## config.mk

```make
export PLATFORM = sky130hd
export DESIGN_NAME = rx_pre_pad
export DESIGN_NICKNAME = d
export VERILOG_FILES = /design/src/rtl/rx_pad_pkg.sv /design/src/rtl/rx_pad_stage.sv /design/src/rtl/rx_pad_ctrl.sv /design/src/rtl/rx_pad_stats.sv /design/src/rtl/rx_pre_pad.sv
export SDC_FILE = /design/constraint.sdc
export NUM_CORES = 1
export LEC_CHECK = 0
export BUFFER_PORTS_ARGS = -buffer_cell sky130_fd_sc_hd__buf_4
export CELL_PAD_IN_SITES_DETAIL_PLACEMENT = 1
export CELL_PAD_IN_SITES_GLOBAL_PLACEMENT = 2
export CORE_MARGIN = 2
export CORE_UTILIZATION = 35
export CTS_CLUSTER_SIZE = 25
export DETAILED_ROUTE_END_ITERATION = 10
export GPL_TIMING_DRIVEN = 0
export PLACE_DENSITY = 0.8
export SLEW_MARGIN = 10
export SYNTH_ARGS = -nofsm -noshare
export SYNTH_HDL_FRONTEND = slang
export SYNTH_SLANG_ARGS = --single-unit
```

## constraint.sdc

```tcl
create_clock -name clk_i -period 2.39 [get_ports clk_i]
set_input_delay 0.3585 -clock clk_i [delete_from_list [all_inputs] [get_ports clk_i]]
set_output_delay 0.3585 -clock clk_i [all_outputs]
set_load 0.01 [all_outputs]
```

## src/rtl/rx_pad_pkg.sv

```systemverilog
package rx_pad_pkg;
  typedef enum logic [1:0] {
    ST_PAD  = 2'd0,
    ST_RCV  = 2'd1,
    ST_DROP = 2'd2
  } rx_st_e;
endpackage

```

## src/rtl/rx_pad_stage.sv

```systemverilog
module rx_pad_stage #(
  parameter int DATA_W = 8
) (
  input  logic              clk_i,
  input  logic              rst_ni,
  input  logic [DATA_W-1:0] data_i,
  input  logic              valid_i,
  input  logic              last_i,
  output logic [DATA_W-1:0] data_o,
  output logic              valid_o,
  output logic              last_o
);
  always_ff @(posedge clk_i or negedge rst_ni) begin
    if (!rst_ni) begin
      data_o  <= '0;
      valid_o <= 1'b0;
      last_o  <= 1'b0;
    end else begin
      data_o  <= data_i;
      valid_o <= valid_i;
      last_o  <= valid_i & last_i;
    end
  end
endmodule

```

## src/rtl/rx_pad_ctrl.sv

```systemverilog
module rx_pad_ctrl
  import rx_pad_pkg::*;
#(
  parameter int DATA_W    = 8,
  parameter int PAD_BYTES = 2,
  parameter int LEN_W     = 11,
  localparam int CNT_W    = LEN_W + 1
) (
  input  logic              clk_i,
  input  logic              rst_ni,
  input  logic [DATA_W-1:0] data_i,
  input  logic              valid_i,
  input  logic              last_i,
  input  logic              fifo_full_i,
  output logic [DATA_W-1:0] wdata_o,
  output logic              wen_o,
  output logic              frame_ok_o,
  output logic [LEN_W-1:0]  frame_bytes_o,
  output logic              drop_o,
  output logic              early_o
);
  localparam logic [CNT_W-1:0] PAD_C = CNT_W'(PAD_BYTES);

  rx_st_e           st_q, st_d;
  logic [CNT_W-1:0] cnt_q, cnt_d;   // bytes written this frame, filler included
  logic             pad_pend;
  logic [CNT_W-1:0] len_full;

  assign pad_pend = cnt_q < PAD_C;
  assign len_full = cnt_q + CNT_W'(1) - PAD_C;
  assign frame_bytes_o = len_full[LEN_W-1:0];

  always_comb begin
    st_d       = st_q;
    cnt_d      = cnt_q;
    wen_o      = 1'b0;
    wdata_o    = '0;
    frame_ok_o = 1'b0;
    drop_o     = 1'b0;
    early_o    = 1'b0;
    unique case (st_q)
      ST_PAD: begin
        if (pad_pend) begin
          if (!fifo_full_i) begin
            wen_o = 1'b1;
            cnt_d = cnt_q + CNT_W'(1);
          end
          if (valid_i) begin  // frame arrived too early: discard it, keep filler
            early_o = 1'b1;
            drop_o  = 1'b1;
            if (!last_i) st_d = ST_DROP;
          end
        end else if (valid_i) begin
          if (fifo_full_i) begin
            drop_o = 1'b1;
            if (!last_i) st_d = ST_DROP;
          end else begin
            wen_o   = 1'b1;
            wdata_o = data_i;
            if (last_i) begin
              frame_ok_o = 1'b1;
              cnt_d      = '0;
            end else begin
              cnt_d = cnt_q + CNT_W'(1);
              st_d  = ST_RCV;
            end
          end
        end
      end
      ST_RCV: begin
        if (valid_i) begin
          if (fifo_full_i) begin
            drop_o = 1'b1;
            cnt_d  = '0;
            st_d   = last_i ? ST_PAD : ST_DROP;
          end else begin
            wen_o   = 1'b1;
            wdata_o = data_i;
            if (last_i) begin
              frame_ok_o = 1'b1;
              cnt_d      = '0;
              st_d       = ST_PAD;
            end else begin
              cnt_d = cnt_q + CNT_W'(1);
            end
          end
        end
      end
      ST_DROP: begin
        if (pad_pend && !fifo_full_i) begin
          wen_o = 1'b1;
          cnt_d = cnt_q + CNT_W'(1);
        end
        if (valid_i && last_i) st_d = ST_PAD;
      end
      default: st_d = ST_PAD;
    endcase
  end

  always_ff @(posedge clk_i or negedge rst_ni) begin
    if (!rst_ni) begin
      st_q  <= ST_PAD;
      cnt_q <= '0;
    end else begin
      st_q  <= st_d;
      cnt_q <= cnt_d;
    end
  end

  AST_NO_WR_FULL: assert property (@(posedge clk_i) disable iff (!rst_ni)
    wen_o |-> !fifo_full_i);
  AST_PAD_ZERO: assert property (@(posedge clk_i) disable iff (!rst_ni)
    (wen_o && pad_pend) |-> (wdata_o == '0));
  AST_IDLE_CNT: assert property (@(posedge clk_i) disable iff (!rst_ni)
    (st_q != ST_RCV) |-> (cnt_q <= PAD_C));
  AST_RCV_PADDED: assert property (@(posedge clk_i) disable iff (!rst_ni)
    (st_q == ST_RCV) |-> (cnt_q > PAD_C));
  AST_EARLY_NO_DATA: assert property (@(posedge clk_i) disable iff (!rst_ni)
    early_o |-> (wdata_o == '0));
endmodule

```

## src/rtl/rx_pad_stats.sv

```systemverilog
module rx_pad_stats #(
  parameter int LEN_W  = 11,
  parameter int DROP_W = 8
) (
  input  logic              clk_i,
  input  logic              rst_ni,
  input  logic              frame_ok_i,
  input  logic [LEN_W-1:0]  frame_bytes_i,
  input  logic              drop_i,
  input  logic              early_i,
  output logic [LEN_W-1:0]  frame_len_o,
  output logic              frame_done_o,
  output logic [DROP_W-1:0] drop_cnt_o,
  output logic              pad_err_o
);
  always_ff @(posedge clk_i or negedge rst_ni) begin
    if (!rst_ni) begin
      frame_len_o  <= '0;
      frame_done_o <= 1'b0;
      drop_cnt_o   <= '0;
      pad_err_o    <= 1'b0;
    end else begin
      frame_done_o <= frame_ok_i;
      if (frame_ok_i) frame_len_o <= frame_bytes_i;
      if (drop_i && (drop_cnt_o != '1)) drop_cnt_o <= drop_cnt_o + DROP_W'(1);
      if (early_i) pad_err_o <= 1'b1;
    end
  end

  AST_ERR_STICKY: assert property (@(posedge clk_i) disable iff (!rst_ni)
    $past(pad_err_o) |-> pad_err_o);
  AST_DONE_PULSE: assert property (@(posedge clk_i) disable iff (!rst_ni)
    frame_done_o |=> !frame_done_o);
  AST_LEN_NONZERO: assert property (@(posedge clk_i) disable iff (!rst_ni)
    frame_done_o |-> (frame_len_o != '0));
  AST_DROP_MONO: assert property (@(posedge clk_i) disable iff (!rst_ni)
    drop_cnt_o >= $past(drop_cnt_o));
endmodule

```

## src/rtl/rx_pre_pad.sv

```systemverilog
module rx_pre_pad #(
  parameter int DATA_W    = 8,
  parameter int PAD_BYTES = 2,
  parameter int LEN_W     = 11,
  parameter int DROP_W    = 8
) (
  input  logic              clk_i,
  input  logic              rst_ni,
  input  logic [DATA_W-1:0] rx_data_i,
  input  logic              rx_valid_i,
  input  logic              rx_last_i,
  input  logic              fifo_full_i,
  output logic [DATA_W-1:0] fifo_wdata_o,
  output logic              fifo_wen_o,
  output logic [LEN_W-1:0]  frame_len_o,
  output logic              frame_done_o,
  output logic [DROP_W-1:0] drop_cnt_o,
  output logic              pad_err_o
);
  logic [DATA_W-1:0] d1_data;
  logic              d1_valid, d1_last;
  logic              frame_ok, drop_evt, early_evt;
  logic [LEN_W-1:0]  frame_bytes;

  rx_pad_stage #(.DATA_W(DATA_W)) u_stage (
    .clk_i, .rst_ni,
    .data_i (rx_data_i), .valid_i(rx_valid_i), .last_i(rx_last_i),
    .data_o (d1_data),   .valid_o(d1_valid),   .last_o(d1_last)
  );

  rx_pad_ctrl #(.DATA_W(DATA_W), .PAD_BYTES(PAD_BYTES), .LEN_W(LEN_W)) u_ctrl (
    .clk_i, .rst_ni,
    .data_i       (d1_data),
    .valid_i      (d1_valid),
    .last_i       (d1_last),
    .fifo_full_i,
    .wdata_o      (fifo_wdata_o),
    .wen_o        (fifo_wen_o),
    .frame_ok_o   (frame_ok),
    .frame_bytes_o(frame_bytes),
    .drop_o       (drop_evt),
    .early_o      (early_evt)
  );

  rx_pad_stats #(.LEN_W(LEN_W), .DROP_W(DROP_W)) u_stats (
    .clk_i, .rst_ni,
    .frame_ok_i   (frame_ok),
    .frame_bytes_i(frame_bytes),
    .drop_i       (drop_evt),
    .early_i      (early_evt),
    .frame_len_o,
    .frame_done_o,
    .drop_cnt_o,
    .pad_err_o
  );

  AST_DONE_AFTER_WR: assert property (@(posedge clk_i) disable iff (!rst_ni)
    frame_done_o |-> $past(fifo_wen_o));
endmodule

```

; ---- Word level (Yosys, flattened, before mapping)
; Index checks and enable logic that the tools add are counted.
[word_totals]
out_inout_bits = 30
word_cells = 76
ramBits = 0
latchBits = 0
register_bits = 45
rom_bits = 0
mem_count = 0
[op_classes]
shifts = 0
n_mux = 42
n_mul = 0
div_mod_pow = 0
n_lt_le_gt_ge = 1
n_addsub = 3
bitwise = 1
n_eq_ne = 12
n_reduce_logical = 8
[ops]
columns = operator, n
row1 = 2-to-1 mux 12 bit, 8
row2 = case mux 12 bit (3 select lines), 1
row3 = 2-to-1 mux 8 bit, 3
row4 = 2-to-1 mux 2 bit, 11
row5 = case mux 8 bit (2 select lines), 1
row6 = 2-to-1 mux 1 bit, 14
row7 = "adder 12 x 1 -> 12 bit, second input constant", 1
row8 = "< comparator 12 x 2 -> 1 bit, second input constant", 1
row9 = "subtractor 11 x 2 -> 11 bit, second input constant", 1
row10 = "inequality test 3 bit, second input constant", 3
row11 = "adder 8 x 1 -> 8 bit, second input constant", 1
row12 = "inequality test 8 bit, second input constant", 1
row13 = case mux 2 bit (3 select lines), 1
row14 = AND reduction 6 bit, 1
row15 = AND reduction 5 bit, 1
row16 = "inequality test 2 x 1 -> 1 bit, second input constant", 2
row17 = "inequality test 2 bit, second input constant", 2
row18 = "inequality test 4 x 3 -> 1 bit, second input constant", 1
row19 = case mux 1 bit (2 select lines), 2
row20 = logical AND 1 bit, 3
row21 = "inequality test 3 x 2 -> 1 bit, second input constant", 1
row22 = case mux 1 bit (3 select lines), 1
row23 = nonzero test 3 bit, 1
row24 = "== test 2 x 1 -> 1 bit, second input constant", 1
row25 = 4 further kinds, 4

; ---- Depth between registers and ports, before layout
[logic_depth]
word_depth = 6
ltp_mapped = 9
ltp_nobuf = 8

; ---- Cells and area by module
; A second synthesis with hierarchy kept.
[unflattened]
cells_unflattened = 250
area_unflattened_um2 = 2570.0
[by_module_without_submodules]
columns = mod, seq_area_each_um2, n_inst, area_each_um2, cells_per_inst
row1 = rx_pad_ctrl, 350.3, 1, 1450.1, 179
row2 = rx_pad_stats, 525.5, 1, 863.3, 60
row3 = rx_pad_stage, 250.2, 1, 256.5, 11

; ---- Worst setup path before layout
; No wires, ideal clock.
[synth_timing]
path_kind = flip-flop to flip-flop
start = register u_ctrl.st_q[1]
end = register u_stats.drop_cnt_o[1]
t_required_ns = 2.265
arrival_ns = 1.859
stages_incl_launch_ff = 7
path_buffers = 1
setup_slack_ns = 0.406
setup_time_ns = 0.125
path_cell_list = dfrtp_1 inv_1 ha_1 clkbuf_1 o21ai_0 a311oi_2 mux2_2
[synth_via]
elab_chain_len = 3
[synth_rtl]
columns = item, line_no
row1 = from (decl), rx_pad_ctrl.sv:24  ; rx_st_e st_q, st_d;
row2 = from (signal assigned), rx_pad_ctrl.sv:105  ; st_q <= st_d;
row3 = == test 2 x 1 -> 1 bit or zero test 2 bit (tied branches), rx_pad_ctrl.sv:41  ; unique case (st_q)
row4 = case mux 1 bit (2 select lines) (*), rx_pad_ctrl.sv:41
row5 = logical AND 1 bit (*), rx_pad_stats.sv:25  ; if (drop_i && (drop_cnt_o != '1)) drop_cnt_o <= drop_cnt_o + DROP_W'(1);
row6 = to (signal assigned), rx_pad_stats.sv:25
row7 = to (decl), rx_pad_stats.sv:13  ; output logic [DROP_W-1:0] drop_cnt_o,
; Mark *: on every way between the ends. The rest lies on a longest branch, timed or not.
; A chain may end at the register's enable or synchronous reset.

; ---- Worst setup path after layout
[layout_timing]
start = register u_ctrl.cnt_q[7]
end = output fifo_wen_o
[layout_via]
elab_chain_len = 4
[layout_rtl]
columns = item, line_no
row1 = from (decl), rx_pad_ctrl.sv:25  ; logic [CNT_W-1:0] cnt_q, cnt_d;
row2 = from (signal assigned), rx_pad_ctrl.sv:106  ; cnt_q <= cnt_d;
row3 = < comparator 12 x 2 -> 1 bit (*), rx_pad_ctrl.sv:29  ; assign pad_pend = cnt_q < PAD_C;
row4 = logical AND 1 bit, rx_pad_ctrl.sv:90  ; if (pad_pend && !fifo_full_i) begin
row5 = 2-to-1 mux 1 bit, rx_pad_ctrl.sv:90
row6 = case mux 1 bit (3 select lines) (*), rx_pad_ctrl.sv:41
row7 = to (decl), rx_pre_pad.sv:14  ; output logic fifo_wen_o,
; Marks and branches as above.

==> impl_metrics.json <==
{
  "ys_seq_elements": 45,
  "end_kind": "output port",
  "worst_ep_arrival_time_ns": 2.00,
  "die_w_um": 91.37,
  "grt_max_degree": 46,
  "drtPass1Iterations": 4,
  "cpPeakStageDelay_ns": 0.36,
  "worst_slack_ns": 0.03235,
  "hold_viol": 0,
  "r2r_cells": 6,
  "dp_slack_ns": 0.01943,
  "die_y_um": 91.37,
  "p_leak_nw": 1.480,
  "final_core_util": 0.4554,
  "antenna_cells": 0,
  "async_flop_share": 1.000,
  "whs_ns": 0.04875,
  "powerDensity_nw_per_um2": 1303,
  "area_growth_pct": 24.96,
  "root_buffer": "clkbuf_8",
  "cts_buffers": 5,
  "n_fill_cell": 855,
  "clk_latency_ns": 0.31,
  "fmax_mhz": 424.2,
  "swShare": 0.4153,
  "place_congestion": 0.8090,
  "critPathLaunchType": "flip-flop",
  "boundaryPins": 43,
  "syn_area_per_cell_um2": 9.506,
  "maxSlewViolCount": 0,
  "cts_hold_buf": 0,
  "wl_per_cell_um": 15.85,
  "synth_cell_types": 61,
  "netlist_instances": 281,
  "period_minus_slack_ns": 2.358,
  "setup_tns_ns": 0,
  "fin_cells": 433,
  "combPwrFrac": 0.581,
  "clockPowerShare": 0.160,
  "status": "finished clean",
  "grt.total_usage": 0.1710,
  "design_area_um2": 3338,
  "ant_nets": 0,
  "ys_seq_area_frac": 0.4215,
  "place_area_um2": 3110,
  "num_rows": 31,
  "final_common_cell": "buf_4",
  "grt_pass1_vias": 2263,
  "num_vias": 2315,
  "tritoncts": "yes",
  "crit_buf_inv": 2,
  "crit_chain": "buf_2, nor3_4, and3_4, o21ai_0, a311oi_1, buf_4",
  "clk_pin_slew_worst_paths_ns": 0.09,
  "grt_pass1_wl_mm": 11.62,
  "final_cell_mix": "buf_4 (47), dfrtp_1 (45), nand2_1 (29)",
  "drive_above_1_share": 0.2395,
  "yosys_warnings": 0,
  "ys.flop_type": "dfrtp_1",
  "clockBufferDepth": 2,
  "path_max_fanout": 10,
  "io_buffers": 42,
  "gr-total-overflow": 0,
  "skew_ns": 0.008908,
  "drv_cap": 0,
  "post-route-period-util": 0.9865,
  "r2r_end": "u_stats.drop_cnt_o[1]",
  "p_int_mw": 2.543,
  "synth_area_um2": 2671,
  "h-tree-depth": 2,
  "rsz0062_at_grt": "yes",
  "slowest_stage": "dfrtp_1",
  "die_area_um2": 8348,
  "synth_nets": 301,
  "rrSetupSlack_ns": 0.16,
  "dp_hpwl_mm": 4.909,
  "synth_edf_count": 0,
  "finalSetupViolations": 0,
  "antenna_found_initial": 0,
  "ir_drop_mv": 0.5139,
  "drc": 0,
  "p_seq_frac": 0.259,
  "p_switching_mw": 1.806,
  "cp.required_ns": 2.03,
  "core_area_um2": 7331,
  "max_slew_margin": 0.6121,
  "cts.sinks": 45,
  "crit_type": "reg -> out",
  "dp_cells": 422,
  "power_mw": 4.349,
  "fin_nets": 353,
  "vias_per_cell": 5.346,
  "tightest_slew_ns": 0.5819,
  "routed_wl_mm": 6.861,
  "drtIter0Drc": 105,
  "r2r_start": "u_ctrl.cnt_q[1]",
  "hold_class": "in -> async",
  "critical_path.top_delay_family": "simple AND/OR/NAND/NOR gates",
  "start_util": 0.3644
}
-- registers in the layout, summed over array words and instances (netlist names) --
signal and cells:
u_stats.frame_len_o 11, u_stats.drop_cnt_o 8, u_ctrl.cnt_q 12, u_stage.last_o 1
u_stats.pad_err_o 1, u_stage.valid_o 1, u_stage.data_o 8, u_stats.frame_done_o 1
u_ctrl.st_q 2
-- per-layer routing --
metal  GRT usage  up-vias  wire length [um]  part of all wire
met5           0        -                 0                 0
met4     0.04167        0                57            0.0083
met3     0.03154        6               244             0.036
met2      0.2802       41              3267              0.48
met1      0.2338     1146              3292              0.48
li1            -     1122                 -                 -
-- Yosys cell counts (4+ instances only) --
master	n	area [um^2]
dfrtp_1	45	1126
nand2_1	29	108.9
o21ai_0	20	100.1
xnor2_1	18	157.7
inv_1	12	45.04
and2_1	11	68.82
clkbuf_1	11	41.29
nand3_1	10	50.05
nor2_1	9	33.78
nand4_1	8	50.05
ha_1	7	87.58
and3_1	6	37.54
a22o_1	5	43.79
o21ai_1	5	25.02
buf_2	4	20.02
nor2b_1	4	25.02
nor3_1	4	20.02
nor4_1	4	25.02
o31ai_1	4	30.03
-- power groups by stage --
stage	registers, mW	clock network, mW	logic (mW)
floorplan	1.17	0	1.55
global placement	1.13	0	2.28
detailed placement	1.14	0	2.30
CTS	1.13	0.715	2.42
global route	1.16	0.748	2.80
finish	1.13	0.697	2.52
-- final cells by class --
class / count / area (um^2) / area share
inverters: 12 / 45.04 / 0.01349
repair buffers: 47 / 352.8 / 0.1057
multi-input cells: 205 / 1479 / 0.4430
well taps: 99 / 123.9 / 0.03711
plain buffers: 17 / 77.57 / 0.02324
clock inverters: 3 / 65.06 / 0.01949
flip-flops and latches: 45 / 1126 / 0.3373
clock buffers: 5 / 68.82 / 0.02061
-- cells by family after synthesis --
| kind of cell | count (synthesis) | synth area share |
|---|---|---|
| xor gates and xnor gates | 20 | 0.06557 |
| adders and majority gates | 7 | 0.03279 |
| buffers and inverters | 31 | 0.04824 |
| muxes | 4 | 0.01546 |
| DFF | 45 | 0.4215 |
| and+or+nand+nor | 103 | 0.2169 |
| AOI/OAI and AO/OA | 71 | 0.1995 |
-- how the worst max path moves through the flow --
stage	from	endpoint	slack (ns)	cells past startpoint
global route	u_ctrl.cnt_q[8]	fifo_wen_o	-0.07	6
detailed placement	u_ctrl.st_q[1]	u_stats.drop_cnt_o[1]	0.02	6
global placement	u_ctrl.st_q[1]	u_ctrl.cnt_q[3]	0.05	8
CTS	u_ctrl.cnt_q[1]	fifo_wen_o	-0.02	6
floorplan	u_ctrl.st_q[1]	u_stats.drop_cnt_o[1]	0.41	6
finish	u_ctrl.cnt_q[7]	fifo_wen_o	0.03	6
-- timing repair --
item | CTS | global route
resized for setup | 8 | 5
endpoints found under the setup margin | 10 | 18
setup buffers | 1 | 4
pin swaps | 1 | 4
Note: power is estimated with default switching activity, not from simulation.
